==> src/rtl/rfs_pkg.sv <==
// Package rfs_pkg
// Shared types for the result flag output stage.
// Assumes: one record per clock cycle enters the delay line.
package rfs_pkg;

    // one delivery slot: search completed, own hit, read acknowledge
    typedef struct packed {
        logic done;
        logic own;
        logic ack;
    } slot_t;

    localparam slot_t SLOT_IDLE = '{done: 1'b0, own: 1'b0, ack: 1'b0};

endpackage

==> src/rtl/rfs_delay_line.sv <==
// Module rfs_delay_line
// Shift register of DEPTH slots. The tap index equals the latency setting
// in use. A change of the setting clears every stage (flush) and discards
// the slot offered on that edge.
// Assumes: DEPTH is a power of two and LAT_W = log2(DEPTH).
module rfs_delay_line
    import rfs_pkg::*;
#(
    parameter int DEPTH = 8,
    parameter int LAT_W = $clog2(DEPTH)
) (
    input  logic             clk,
    input  logic             rst_n,
    input  logic [LAT_W-1:0] lat_sel,
    input  slot_t            slot_in,
    output slot_t            slot_out
);

    slot_t            stage [DEPTH];
    logic [LAT_W-1:0] lat_q;
    logic             flush;

    // a new latency value empties the pipeline
    assign flush = (lat_sel != lat_q);

    // register the latency value in use
    always_ff @(posedge clk) begin
        if (!rst_n) lat_q <= '0;
        else        lat_q <= lat_sel;
    end

    // first stage captures the incoming slot
    always_ff @(posedge clk) begin
        if (!rst_n || flush) stage[0] <= SLOT_IDLE;
        else                 stage[0] <= slot_in;
    end

    // remaining stages shift one position per cycle
    for (genvar g = 1; g < DEPTH; g++) begin : g_stage
        always_ff @(posedge clk) begin
            if (!rst_n || flush) stage[g] <= SLOT_IDLE;
            else                 stage[g] <= stage[g-1];
        end
    end

    // tap at the depth selected by the registered latency
    assign slot_out = stage[lat_q];

endmodule

==> src/rtl/rfs_sram_drv.sv <==
// Module rfs_sram_drv
// SRAM bus output logic. The core's values pass through while it owns the
// bus. The last device on the bus drives idle defaults otherwise, and it
// alone enables the output-enable strobe.
// Assumes: the core raises sram_drv only in cycles it owns the bus.
module rfs_sram_drv #(
    parameter int ADDR_W = 22
) (
    input  logic              dev_en,
    input  logic              last_sram,
    input  logic              sram_drv,
    input  logic [ADDR_W-1:0] addr_in,
    input  logic              ce_n_in,
    input  logic              we_n_in,
    input  logic              ale_n_in,
    input  logic              oe_n_in,
    output logic [ADDR_W-1:0] addr_o,
    output logic              ce_n_o,
    output logic              we_n_o,
    output logic              ale_n_o,
    output logic              bus_oe,
    output logic              oe_n_o,
    output logic              oe_n_oe
);

    // choose between the core's values and the idle defaults
    always_comb begin
        if (sram_drv) begin
            addr_o  = addr_in;
            ce_n_o  = ce_n_in;
            we_n_o  = we_n_in;
            ale_n_o = ale_n_in;
        end else begin
            addr_o  = '1;
            ce_n_o  = 1'b1;
            we_n_o  = 1'b1;
            ale_n_o = 1'b1;
        end
    end

    // enable the drivers only when this device owns the bus or is default
    assign bus_oe  = dev_en & (sram_drv | last_sram);
    assign oe_n_o  = oe_n_in;
    assign oe_n_oe = dev_en & last_sram;

endmodule

==> src/rtl/rfs_casc_gate.sv <==
// Module rfs_casc_gate
// Forces the cascade outputs low and releases the data bus while the
// device is disabled.
// Assumes: nothing beyond a stable enable within a cycle.
module rfs_casc_gate #(
    parameter int LHO_W = 2,
    parameter int BHO_W = 3
) (
    input  logic             dev_en,
    input  logic [LHO_W-1:0] lho_in,
    input  logic [BHO_W-1:0] bho_in,
    input  logic             dq_req,
    output logic [LHO_W-1:0] lho_o,
    output logic [BHO_W-1:0] bho_o,
    output logic             dq_oe
);

    // gate each cascade bit with the device enable
    assign lho_o = dev_en ? lho_in : '0;
    assign bho_o = dev_en ? bho_in : '0;
    assign dq_oe = dev_en & dq_req;

endmodule

==> src/rtl/result_flag_stage.sv <==
// Module result_flag_stage
// Output stage for the hit/valid flags and the read acknowledge. It adds a
// programmable latency, applies the default-driver rules of the cascade
// and the SRAM bus, and applies device-enable gating.
// Assumes: cascade arbitration is done elsewhere. A non-last device drives
// the flags only for its own hit.
module result_flag_stage
    import rfs_pkg::*;
#(
    parameter int DEPTH  = 8,
    parameter int LAT_W  = $clog2(DEPTH),
    parameter int ADDR_W = 22,
    parameter int LHO_W  = 2,
    parameter int BHO_W  = 3
) (
    input  logic              clk,
    input  logic              rst_n,
    input  logic              cfg_dev_en,
    input  logic              cfg_last_cascade,
    input  logic              cfg_last_sram,
    input  logic [LAT_W-1:0]  cfg_extra_lat,
    input  logic              srch_done,
    input  logic              srch_hit,
    input  logic              rd_ack_in,
    input  logic              sram_drv,
    input  logic [ADDR_W-1:0] sram_addr_in,
    input  logic              sram_ce_n_in,
    input  logic              sram_we_n_in,
    input  logic              sram_ale_n_in,
    input  logic              sram_oe_n_in,
    input  logic [LHO_W-1:0]  casc_lho_in,
    input  logic [BHO_W-1:0]  casc_bho_in,
    input  logic              dq_oe_req,
    output logic              flag_hit,
    output logic              flag_vld,
    output logic              flag_oe,
    output logic              ack_o,
    output logic [ADDR_W-1:0] sram_addr_o,
    output logic              sram_ce_n_o,
    output logic              sram_we_n_o,
    output logic              sram_ale_n_o,
    output logic              sram_bus_oe,
    output logic              sram_oe_n_o,
    output logic              sram_oe_n_oe,
    output logic [LHO_W-1:0]  casc_lho_o,
    output logic [BHO_W-1:0]  casc_bho_o,
    output logic              dq_oe
);

    slot_t slot_new;
    slot_t slot_dly;

    // pack this cycle's strobes into one slot
    always_comb begin
        slot_new.done = srch_done;
        slot_new.own  = srch_done & srch_hit;
        slot_new.ack  = rd_ack_in;
    end

    rfs_delay_line #(
        .DEPTH (DEPTH),
        .LAT_W (LAT_W)
    ) u_dly (
        .clk      (clk),
        .rst_n    (rst_n),
        .lat_sel  (cfg_extra_lat),
        .slot_in  (slot_new),
        .slot_out (slot_dly)
    );

    // decode the delayed slot into flag values and their enable
    always_comb begin
        flag_hit = slot_dly.own;
        flag_vld = slot_dly.done & (slot_dly.own | cfg_last_cascade);
        flag_oe  = cfg_dev_en & (slot_dly.own | cfg_last_cascade);
        ack_o    = slot_dly.ack;
    end

    rfs_sram_drv #(
        .ADDR_W (ADDR_W)
    ) u_sram (
        .dev_en    (cfg_dev_en),
        .last_sram (cfg_last_sram),
        .sram_drv  (sram_drv),
        .addr_in   (sram_addr_in),
        .ce_n_in   (sram_ce_n_in),
        .we_n_in   (sram_we_n_in),
        .ale_n_in  (sram_ale_n_in),
        .oe_n_in   (sram_oe_n_in),
        .addr_o    (sram_addr_o),
        .ce_n_o    (sram_ce_n_o),
        .we_n_o    (sram_we_n_o),
        .ale_n_o   (sram_ale_n_o),
        .bus_oe    (sram_bus_oe),
        .oe_n_o    (sram_oe_n_o),
        .oe_n_oe   (sram_oe_n_oe)
    );

    rfs_casc_gate #(
        .LHO_W (LHO_W),
        .BHO_W (BHO_W)
    ) u_casc (
        .dev_en (cfg_dev_en),
        .lho_in (casc_lho_in),
        .bho_in (casc_bho_in),
        .dq_req (dq_oe_req),
        .lho_o  (casc_lho_o),
        .bho_o  (casc_bho_o),
        .dq_oe  (dq_oe)
    );

endmodule

==> config.mk <==
export PLATFORM = sky130hd
export DESIGN_NAME = result_flag_stage
export DESIGN_NICKNAME = d
export VERILOG_FILES = /design/src/rtl/rfs_pkg.sv /design/src/rtl/rfs_delay_line.sv /design/src/rtl/rfs_sram_drv.sv /design/src/rtl/rfs_casc_gate.sv /design/src/rtl/result_flag_stage.sv
export SDC_FILE = /design/constraint.sdc
export NUM_CORES = 1
export LEC_CHECK = 0
export BUFFER_PORTS_ARGS = -buffer_cell sky130_fd_sc_hd__buf_2
export CAP_MARGIN = 20
export CORE_UTILIZATION = 37
export CTS_CLUSTER_DIAMETER = 150
export DETAILED_ROUTE_END_ITERATION = 7
export GPL_TIMING_DRIVEN = 0
export PLACE_DENSITY_LB_ADDON = 0.12
export REMOVE_ABC_BUFFERS = 1
export SLEW_MARGIN = 15
export SYNTH_ARGS = -nofsm -noshare
export SYNTH_HDL_FRONTEND = slang
export SYNTH_SLANG_ARGS = --single-unit
==> constraint.sdc <==
create_clock -name clk -period 1.3 [get_ports clk]
set_input_delay 0.065 -clock clk [delete_from_list [all_inputs] [get_ports clk]]
set_output_delay 0.065 -clock clk [all_outputs]
set_load 0.05 [all_outputs]
==> parameters.txt <==
Parameter                              Value

Finish
  Ratio of cells with drive above 1 in the final layout ... 0.5714
  Final instance count without filler cells ... 254
  Number of inserted diodes ... 0
  Layout overhead on the synthesized area ... 63.39%
  Nets ... 255
  Number of filler instances in the final layout ... 277
  Finished layout cell area ... 0.001999 sq mm

Worst setup path
  Reg2reg path depth ... 8
  Setup CP Type ... reg2out
  Highest net fanout along the worst path ... 6
  CP Launch Type ... flop
  Reg-to-reg setup timing slack ... -310 ps
  Worst setup path end ... ack_o
  Arrival time of the worst setup path ... 1840 ps
  Crit Reg-Reg Startpoint ... u_dly.lat_q[0]$_SDFF_PN0_
  R2R Path End ... u_dly.stage[0][0]$_SDFF_PP0_
  Crit. Startpoint ... u_dly.lat_q[0]$_SDFF_PN0_
  Endpoint kind of the worst setup timing path ... output pin
  Worst EP required ... 1240 ps

Global route
  Pin count of the biggest net entering global routing ... 27
  GRT Overall Usage ... 0.1808
  Via count of the first global-routing pass ... 1018
  Global-route congestion overflow total ... 0
  Number of antenna violations at the first check in global routing ... 0
  First-pass GRT wire length ... 4671 um

Die
  Standard cell core area ... 0.003103 sq mm
  Count of standard-cell rows ... 20
  # IOs ... 82
  Die Ht ... 59.51 um
  Area of the die ... 0.003541 sq mm
  Die X ... 59.51 um
  Effective utilization at floorplan ... 0.3944

Synth
  Number of register bits inferred by synthesis ... 27
  Mean instance size in the synthesized netlist ... 10.46 sq um
  Yosys cell types ... 20
  Sequential fraction of the synthesis area ... 0.4417
  Yosys warns ... 0
  Post-synthesis instance total ... 117
  Netlist area before placement ... 0.001224 sq mm

Timing
  Final Setup Violations ... 28
  Setup clock skew after layout ... 15.51 ps
  Fin crit share ... 1.469
  Peak Freq ... 0.5237 GHz
  Normalized max-slew margin ... 0.7075
  Slew at the pin closest to its max-slew limit ... 438.1 ps
  Final worst setup slack ... -609.4 ps
  Max-slew violation count ... 0
  RSZ-0062 raised after global routing ... yes
  Hold Fails Final Rpt ... 0
  Clock period minus worst slack ... 1909 ps

Placement
  Routability congestion estimate from global placement ... 0.7072
  Number of port buffers ... 79
  Placed Cells incl. Taps ... 232
  Total placed instance area ... 0.001632 sq mm
  HPWL after DPL ... 1984 um

Power and ir drop
  Peak supply drop ... 0.6019 mV
  Pwr/cell area ... 875.4 mW/mm^2
  Cell leakage power ... 0.9220 nW

CTS
  Clock tree from TritonCTS ... done
  Total CTS buffers ... 3
  Clock tree buffer depth ... 2
  Cell at the root of the clock tree ... sky130_fd_sc_hd__clkbuf_4
  Worst-path clk slew ... 140 ps
  Clk_lat worst skew ... 320 ps
  Number of H-tree levels ... 1
  Number of clock sinks seen by CTS ... 27

Run status
  Result of the run ... finished with violations
  Violations in the final reports ... setup timing

Flow run
  Max Cap Viol ... 0

Routing
  Final wirelength ... 3384 um
  Overall via count from detail_route ... 1115
  Via density ... 4.390
  Post-detailed-route wirelength per cell ... 13.32 um
  Post-route antenna net violation count ... 0
  Starting DRC count in detailed routing ... 66
  Number of remaining DRC errors ... 0
  First-pass DRT Iterations ... 2

Hold path
  HP Class ... in2reg
## cells by family after synthesis
logic type | share of synthesized area
flip-flops | 0.4417
AND/OR/NAND/NOR | 0.3456
multiplexers | 0.1309
buffers and inverters | 0.03476
AO/OA/AOI/OAI | 0.02556
XOR/XNOR | 0.02148
## layout make-up
class                   count  area (sq um)  share of cell area
multi-input cells          83         749.5              0.3748
repair buffers             96         623.1              0.3116
flip-flops and latches     27         545.5              0.2728
well taps                  44         55.05             0.02753
clock buffers               4         26.28             0.01314
## repair_timing
| action | in CTS | in global routing |
|---|---|---|
| gates cloned | 2 | 0 |
| setup endpoints to repair | 28 | 28 |
| hold buffers | 7 | 0 |
| pin swaps | 3 | 15 |
| setup buffers | 8 | 3 |
| endpoints found under the hold margin | 6 | 0 |
| gates resized for setup | 30 | 21 |
## worst min-delay path by stage
stage                                 to             start  cells after the start
2_1_floorplan                sram_oe_n_o      sram_oe_n_in                      0
3_3_place_gp                 sram_oe_n_o      sram_oe_n_in                      0
3_5_place_dp                 sram_oe_n_o      sram_oe_n_in                      0
4_1_cts        u_dly.lat_q[0]$_SDFF_PN0_  cfg_extra_lat[0]                      2
5_1_grt        u_dly.lat_q[0]$_SDFF_PN0_  cfg_extra_lat[0]                      2
6_report       u_dly.lat_q[0]$_SDFF_PN0_  cfg_extra_lat[0]                      2
## registers in the layout (all words and copies together), names as in the netlist
signal,flops
u_dly.stage,24
u_dly.lat_q,3
## routing by layer
| layer | routed length, um | global-route usage | vias up |
|---|---|---|---|
| met5 | 0 | 0 | - |
| met4 | 8 | 0.05648 | 0 |
| met3 | 140 | 0.04803 | 2 |
| met2 | 1761 | 0.3098 | 30 |
| met1 | 1473 | 0.2207 | 522 |
| li1 | - | - | 561 |
## synth_stat cells (all sizes together)
| cell type | count | area [sq um] |
|---|---|---|
| nor3b | 2 | 15.01 |
| and2 | 33 | 206.5 |
| mux2 | 4 | 45.04 |
| dfxtp | 27 | 540.5 |
| xnor2 | 1 | 8.760 |
| nand2 | 1 | 3.750 |
| a2111oi | 1 | 8.760 |
| nor3 | 1 | 10.01 |
| mux2i | 1 | 10.01 |
| mux4 | 4 | 105.1 |
| nor4 | 1 | 12.51 |
| buf | 3 | 23.77 |
| clkbuf | 5 | 18.77 |
| nand2b | 25 | 156.4 |
| xor2 | 2 | 17.52 |
| nor2b | 1 | 6.260 |
| o21a | 3 | 22.52 |
| and3 | 2 | 12.51 |
## stage by stage
| stage | util | setup TNS (ps) | setup slack [ps] | hold WS (ps) | power, mW |
|---|---|---|---|---|---|
| floorplan | - | -6336 | -1138 | 130.0 | 1.158 |
| global placement | 0.5258 | -16540 | -635.8 | 130.3 | 1.296 |
| global route | 0.6444 | -9133 | -675.9 | 18.47 | 1.834 |
| CTS | 0.6254 | -7368 | -617.4 | 32.03 | 1.747 |
| finish | 0.6444 | -7608 | -609.4 | 40.62 | 1.750 |
| detailed placement | 0.5258 | -17490 | -656.5 | 130.3 | 1.300 |
## critical path, cell delays in order, from the launching register on
cell and delay (ps):
sky130_fd_sc_hd__dfxtp_4 440, sky130_fd_sc_hd__buf_8 150, sky130_fd_sc_hd__mux4_2 500, sky130_fd_sc_hd__mux2_4 290, sky130_fd_sc_hd__buf_8 150
## cell usage in the layout, fill, tap and decap left out, types with 2 or more instances in the layout
| master | Yosys | routed |
|---|---|---|
| sky130_fd_sc_hd__buf_2 | 1 | 75 |
| sky130_fd_sc_hd__nand2b_1 | 25 | 25 |
| sky130_fd_sc_hd__dfxtp_1 | 27 | 25 |
| sky130_fd_sc_hd__and2_1 | 33 | 24 |
| sky130_fd_sc_hd__buf_6 | 1 | 10 |
| sky130_fd_sc_hd__and2_4 | 0 | 9 |
| sky130_fd_sc_hd__dlygate4sd3_1 | 0 | 7 |
| sky130_fd_sc_hd__mux2_2 | 4 | 3 |
| sky130_fd_sc_hd__mux4_2 | 0 | 3 |
| sky130_fd_sc_hd__o21a_1 | 3 | 3 |
| sky130_fd_sc_hd__clkbuf_4 | 0 | 3 |
| sky130_fd_sc_hd__nor3b_2 | 0 | 2 |
| sky130_fd_sc_hd__nor3_4 | 0 | 2 |
| sky130_fd_sc_hd__buf_8 | 0 | 2 |
## power by group
group	switching (mW)	leakage (nW)	total [mW]	internal [mW]
Sequential	0.0186	0.219	0.853	0.834
Combinational	0.342	0.688	0.545	0.204
Clock	0.232	0.0150	0.352	0.120
Total	0.592	0.922	1.75	1.16
No activity file was read; power rests on OpenSTA's default activity.
